--- config.mk ---
export PLATFORM = sky130hd
export DESIGN_NAME = kbc_a20_ctrl
export DESIGN_NICKNAME = d
export VERILOG_FILES = /design/src/rtl/kbc_pkg.sv /design/src/rtl/kbc_seq.sv /design/src/rtl/kbc_outport.sv /design/src/rtl/kbc_a20_mask.sv /design/src/rtl/kbc_a20_ctrl.sv
export SDC_FILE = /design/constraint.sdc
export NUM_CORES = 1
export LEC_CHECK = 0
export BUFFER_PORTS_ARGS = -buffer_cell sky130_fd_sc_hd__buf_2
export CORE_AREA = 3 3 69 71
export CTS_BUF_LIST = sky130_fd_sc_hd__clkbuf_8
export DETAILED_ROUTE_END_ITERATION = 10
export DIE_AREA = 0 0 72 74
export MAX_ROUTING_LAYER = met4
export PLACE_DENSITY = 0.9
export SYNTH_ARGS = -nofsm -noshare
export SYNTH_HDL_FRONTEND = slang
export SYNTH_HIERARCHICAL = 1
export SYNTH_SLANG_ARGS = --single-unit
--- constraint.sdc ---
create_clock -name clk -period 2.5 [get_ports clk]
set_input_delay 0.5 -clock clk [delete_from_list [all_inputs] [get_ports clk]]
set_output_delay 0.5 -clock clk [all_outputs]
set_load 0.05 [all_outputs]
--- src/rtl/kbc_pkg.sv ---
package kbc_pkg;

    typedef enum logic [1:0] {
        ST_IDLE,
        ST_BUSY,
        ST_EXEC
    } seq_state_t;

    localparam logic [7:0] CMD_KB_OFF   = 8'hAD;
    localparam logic [7:0] CMD_KB_ON    = 8'hAE;
    localparam logic [7:0] CMD_PORT_RD  = 8'hD0;
    localparam logic [7:0] CMD_PORT_WR  = 8'hD1;
    localparam logic [7:0] CMD_SELFTEST = 8'hAA;
    localparam logic [7:0] SELFTEST_OK  = 8'h55;
    localparam logic [7:0] PORT_RESET   = 8'h01;

    localparam int SB_OBF  = 0;
    localparam int SB_IBF  = 1;
    localparam int SB_SYS  = 2;
    localparam int SB_CMD  = 3;
    localparam int SB_KBEN = 4;

    localparam int PB_RESET = 0;
    localparam int PB_GATE  = 1;

    typedef struct packed {
        logic kb_off;
        logic kb_on;
        logic port_read;
        logic port_load;
        logic self_test;
    } kbc_act_t;

endpackage

--- src/rtl/kbc_seq.sv ---
module kbc_seq
    import kbc_pkg::*;
#(
    parameter int BUSY_CYCLES = 4
) (
    input  logic       clk,
    input  logic       rst_n,
    input  logic       wr_stb,
    input  logic       wr_is_cmd,
    input  logic [7:0] wr_byte,
    output logic       accept,
    output logic       busy,
    output kbc_act_t   act,
    output logic [7:0] act_byte
);

    localparam int CW = (BUSY_CYCLES < 2) ? 1 : $clog2(BUSY_CYCLES);
    localparam logic [CW-1:0] CNT_LOAD = CW'(BUSY_CYCLES - 1);

    seq_state_t    state, nxt;
    logic [CW-1:0] cnt;
    logic [7:0]    held_byte;
    logic          held_cmd;
    logic          armed;

    assign accept = wr_stb && (state == ST_IDLE);

    // state register
    always_ff @(posedge clk or negedge rst_n) begin
        if (!rst_n) begin
            state <= ST_IDLE;
        end else begin
            state <= nxt;
        end
    end

    // holding register, countdown and pending port load
    always_ff @(posedge clk or negedge rst_n) begin
        if (!rst_n) begin
            cnt       <= '0;
            held_byte <= '0;
            held_cmd  <= 1'b0;
            armed     <= 1'b0;
        end else begin
            if (accept) begin
                held_byte <= wr_byte;
                held_cmd  <= wr_is_cmd;
                cnt       <= CNT_LOAD;
            end else if (state == ST_BUSY && cnt != '0) begin
                cnt <= cnt - 1'b1;
            end
            if (state == ST_EXEC) begin
                armed <= held_cmd && (held_byte == CMD_PORT_WR);
            end
        end
    end

    // next state
    always_comb begin
        nxt = state;
        unique case (state)
            ST_IDLE: if (wr_stb) nxt = ST_BUSY;
            ST_BUSY: if (cnt == '0) nxt = ST_EXEC;
            ST_EXEC: nxt = ST_IDLE;
            default: nxt = ST_IDLE;
        endcase
    end

    // outputs
    always_comb begin
        act      = '0;
        act_byte = held_byte;
        busy     = (state != ST_IDLE);
        if (state == ST_EXEC) begin
            if (held_cmd) begin
                case (held_byte)
                    CMD_KB_OFF:   act.kb_off    = 1'b1;
                    CMD_KB_ON:    act.kb_on     = 1'b1;
                    CMD_PORT_RD:  act.port_read = 1'b1;
                    CMD_SELFTEST: act.self_test = 1'b1;
                    default:      act           = '0;
                endcase
            end else begin
                act.port_load = armed;
            end
        end
    end

endmodule

--- src/rtl/kbc_outport.sv ---
module kbc_outport
    import kbc_pkg::*;
#(
    parameter int RST_PULSE = 8
) (
    input  logic       clk,
    input  logic       rst_n,
    input  logic       load,
    input  logic [7:0] load_byte,
    output logic [7:0] port_q,
    output logic       sys_reset_n
);

    localparam int RW = $clog2(RST_PULSE + 1);
    localparam logic [RW-1:0] PULSE_LOAD = RW'(RST_PULSE);

    logic [RW-1:0] rst_cnt;

    always_ff @(posedge clk or negedge rst_n) begin
        if (!rst_n) begin
            port_q  <= PORT_RESET;
            rst_cnt <= '0;
        end else begin
            if (load) begin
                port_q           <= load_byte;
                port_q[PB_RESET] <= 1'b1;
            end
            if (load && !load_byte[PB_RESET]) begin
                rst_cnt <= PULSE_LOAD;
            end else if (rst_cnt != '0) begin
                rst_cnt <= rst_cnt - 1'b1;
            end
        end
    end

    assign sys_reset_n = (rst_cnt == '0);

endmodule

--- src/rtl/kbc_a20_mask.sv ---
module kbc_a20_mask #(
    parameter int ADDR_W   = 32,
    parameter int GATE_BIT = 20
) (
    input  logic              gate_en,
    input  logic [ADDR_W-1:0] addr_in,
    output logic [ADDR_W-1:0] addr_out
);

    for (genvar i = 0; i < ADDR_W; i++) begin : g_bit
        if (i == GATE_BIT) begin : g_gated
            assign addr_out[i] = addr_in[i] & gate_en;
        end else begin : g_pass
            assign addr_out[i] = addr_in[i];
        end
    end

endmodule

--- src/rtl/kbc_a20_ctrl.sv ---
module kbc_a20_ctrl
    import kbc_pkg::*;
#(
    parameter int         BUSY_CYCLES = 4,
    parameter int         RST_PULSE   = 8,
    parameter int         ADDR_W      = 32,
    parameter int         GATE_BIT    = 20,
    parameter logic [7:0] DATA_LOC    = 8'h60,
    parameter logic [7:0] CTRL_LOC    = 8'h64
) (
    input  logic              clk,
    input  logic              rst_n,
    input  logic              bus_sel,
    input  logic              bus_wr,
    input  logic              bus_rd,
    input  logic [7:0]        bus_addr,
    input  logic [7:0]        bus_wdata,
    output logic [7:0]        bus_rdata,
    output logic              a20_en,
    output logic              sys_reset_n,
    input  logic [ADDR_W-1:0] mem_addr_in,
    output logic [ADDR_W-1:0] mem_addr_out
);

    logic       hit_data, hit_ctrl, wr_hit, rd_data_hit;
    logic       accept, ibf;
    kbc_act_t   act;
    logic [7:0] act_byte;
    logic [7:0] port_q;
    logic [7:0] obuf;
    logic       obf, sys_flag, kb_en, last_cmd;
    logic       obuf_load;
    logic [7:0] status;

    assign hit_data    = bus_sel && (bus_addr == DATA_LOC);
    assign hit_ctrl    = bus_sel && (bus_addr == CTRL_LOC);
    assign wr_hit      = bus_wr && (hit_data || hit_ctrl);
    assign rd_data_hit = bus_rd && hit_data;
    assign obuf_load   = act.port_read || act.self_test;

    kbc_seq #(.BUSY_CYCLES(BUSY_CYCLES)) u_seq (
        .clk      (clk),
        .rst_n    (rst_n),
        .wr_stb   (wr_hit),
        .wr_is_cmd(hit_ctrl),
        .wr_byte  (bus_wdata),
        .accept   (accept),
        .busy     (ibf),
        .act      (act),
        .act_byte (act_byte)
    );

    kbc_outport #(.RST_PULSE(RST_PULSE)) u_port (
        .clk        (clk),
        .rst_n      (rst_n),
        .load       (act.port_load),
        .load_byte  (act_byte),
        .port_q     (port_q),
        .sys_reset_n(sys_reset_n)
    );

    assign a20_en = port_q[PB_GATE];

    kbc_a20_mask #(.ADDR_W(ADDR_W), .GATE_BIT(GATE_BIT)) u_mask (
        .gate_en (a20_en),
        .addr_in (mem_addr_in),
        .addr_out(mem_addr_out)
    );

    // controller flags and output buffer
    always_ff @(posedge clk or negedge rst_n) begin
        if (!rst_n) begin
            obuf     <= '0;
            obf      <= 1'b0;
            sys_flag <= 1'b0;
            kb_en    <= 1'b1;
            last_cmd <= 1'b0;
        end else begin
            if (accept) last_cmd <= hit_ctrl;
            if (act.kb_off) kb_en <= 1'b0;
            if (act.kb_on)  kb_en <= 1'b1;
            if (act.port_read) begin
                obuf <= port_q;
                obf  <= 1'b1;
            end else if (act.self_test) begin
                obuf     <= SELFTEST_OK;
                obf      <= 1'b1;
                sys_flag <= 1'b1;
            end else if (rd_data_hit) begin
                obf <= 1'b0;
            end
        end
    end

    always_comb begin
        status          = '0;
        status[SB_OBF]  = obf;
        status[SB_IBF]  = ibf;
        status[SB_SYS]  = sys_flag;
        status[SB_CMD]  = last_cmd;
        status[SB_KBEN] = kb_en;
    end

    always_comb begin
        bus_rdata = '0;
        if (hit_data)      bus_rdata = obuf;
        else if (hit_ctrl) bus_rdata = status;
    end

endmodule

==> impl_metrics.ini <==
[setup_path]
cp_data_arrival_time_ns = 1.70
critPathKind = primary input to primary output
endpoint_kind = primary output
slowest_stage = nor4b_4
critPathMaxFanout = 10
startpoint_type = primary input
worst_ep_required_time_ns = 2.00
path_common_cell = buf_2
max_stage_delay_ns = 0.33
crit_family = simple AND/OR/NAND/NOR gates
worst-path-buf-inv = 2
crit_chain = buf_2 > nor4b_4 > nand2_2 > nor3b_1 > buf_2

[grt]
grtUsageTotal_pct = 14.3
grt_first_pass_wirelength_mm = 5.73
antenna_found_initial = 0
grt-ovfl-total = 0
grt_start_max_net_pins = 38
grt_pass1_vias = 1303

[timing]
maxSlewViolCount = 0
fin_crit_ns = 2.20
tightestPinTransition_ns = 0.774
hold_viol = 0
setup_tns_ns = 0
fin_ws_ns = 0.301
setup_viol = 0
min_period_over_period_pct = 88.0
rsz0062_at_grt = false
fmax_mhz = 455
maxSlewHeadroom_pct = 48.4
finalClockSkew_ns = 0.00794

[power]
total_power_mw = 1.20
intPower_uw = 922
p_sw_share_pct = 23.3
power.leakage_nw = 1.05
seqPwrFrac_pct = 53.9
pwr-share-comb_pct = 12.1
pwr_density_cell_nw_per_um2 = 576
clkPwrFrac_pct = 34.0
power.switching_uw = 281
ir_worst_vdd_mv = 0.373

[detailed_routing]
highest_layer = met4
wl_met1_mm = 1.44
viasPerCell = 5.20
first_iter_violations = 72
drt_wl_total_mm = 3.36
drtAntennaViolNets = 0
met3_length_um = 269
post_drt_wl_per_cell_um = 13.6
wl_met2_mm = 1.60
dr.pass1.iters = 4
vias = 1285
drc = 0

[clocking]
tritoncts = yes
clk_pin_slew_ns = 0.07
clkSinkCount = 37
clk_latency_ns = 0.29
cts_buffer_depth = 2
h-tree-depth = 2
cts_resized = 0
cts_hold_buf = 0
ctsRootBufferMaster = clkbuf_8
cts_setup_buffers = 0
numCtsBuffers = 5

[finish]
n_antenna_cell = 0
fin_util_pct = 48.6
layout_common_cells = dfrtp_1 (36), buf_2 (32), nor2_1 (18), mux2_2 (17), nand2_1 (14)
drive_gt1_share_pct = 34.9
layout_commonest_cell = dfrtp_1
finalInstanceArea_um2 = 2090
syn2layout_area_growth_pct = 4.31
finalNetCount = 249

[synthesis]
synth_area_leader_cell = dfrtp_1
syn_nets = 243
syn_area_per_cell_um2 = 10.6
ys_seq_area_share_pct = 46.3
synthArstFlopShare_pct = 100
synth.area.top_cells = dfrtp_1 (45%), buf_4 (12%), mux2_2 (9.6%)
ys_seq_elements = 37
postSynthCellCount = 188
synth_top_cell_area_share_pct = 45.0
ys_types = 40
ys.flop_type = dfrtp_1
ys_warn_count = 6
synth_enable_flop_cells = 0
syn_area_um2 = 2000

[die]
die-area_um2 = 5330
ioPinCount = 95
placementRows = 24
die_y_um = 74
start_util_pct = 46.6
core_um2 = 4290
die_w_um = 72

[flow_run]
cap_violations = 0

[min_path]
hold_path.class = primary input to asynchronous set/reset pin

[outcome]
status = completed

[placement]
hpwl_mm = 2.56
post_dp_cell_area_um2 = 2000
portBuffers = 32
dp_slack_ns = 0.301
gp_congestion = 0.799
-- sequential cells by signal (all words and copies together) (netlist names), 2 cells and up --
register and flops:
u_seq/state 2, u_port/port_q 7, obuf 8, u_seq/cnt 2, u_port/rst_cnt 4, u_seq/act_byte 8
-- layout make-up --
cell class	instances	area, um^2
inverters	9	33.8
clock inverters	2	7.51
repair buffers	35	183
well taps	52	65.1
fillers	399	2210
clock buffers	6	82.6
flip-flops and latches	37	927
multi-input cells	106	790
-- worst reg2reg max path, cell delays in order (launching register included) --
cell	delay, ns
dfrtp_1	0.43
nor4b_1	0.33
nand2_1	0.14
nor4_2	0.37
buf_4	0.26
o21ai_0	0.10
-- cells in the mapped netlist, drive strengths merged (3+ instances only) --
library cell	n
nor3	3
buf	34
o21ai	8
nor2	19
dfrtp	36
mux2	17
nor3b	5
mux2i	5
nand2	15
inv	9
-- layer usage --
layer,global-route usage (%),vias up
met1,16.8,618
met3,4.86,10
li1,-,616
met4,5.64,0
met2,22.7,41
met5,-,-
-- kinds of logic (layout without fill, tap and decap cells) --
| logic type | Yosys count | after routing | synth area share, % |
|---|---|---|---|
| simple gates | 61 | 61 | 18.7 |
| buf+inv | 45 | 52 | 14.6 |
| flops | 37 | 37 | 46.3 |
| mux | 22 | 22 | 12.1 |
| compound gates | 18 | 18 | 6.06 |
| fa+ha+maj | 2 | 2 | 1.25 |
| xor+xnor | 2 | 2 | 0.875 |
| other cells | 1 | 1 | 0.187 |
-- power by group through the flow --
stage          combinational (mW)  clock (mW)  sequential (mW)
3_5_place_dp                0.146           0            0.659
4_1_cts                     0.148       0.423            0.648
3_3_place_gp                0.139           0            0.658
6_report                    0.145       0.409            0.649
2_1_floorplan               0.240           0            0.653
5_1_grt                     0.167       0.448            0.651
-- worst paths after layout --
path	slack, ns	cells after the start	to	from
max reg2reg	0.76	5	obuf[4]	u_seq/act_byte[2]
min reg2reg	0.47	1	sys_flag	sys_flag
max in group asynchronous	1.72	1	u_seq/act_byte[5]	rst_n
min	0.29	1	last_cmd	rst_n
min in group clk	0.45	2	u_seq/act_byte[6]	bus_wdata[6]
max	0.30	5	bus_rdata[5]	bus_addr[7]
-- metrics by stage --
step                      hold slack, ns  instances
final                              0.287        247
after global routing               0.336        247
after CTS                          0.314        247
after detailed placement           0.452        239
after floorplan                    0.204        188
after global placement             0.438        239
Note: power is estimated with default switching activity, not from simulation.
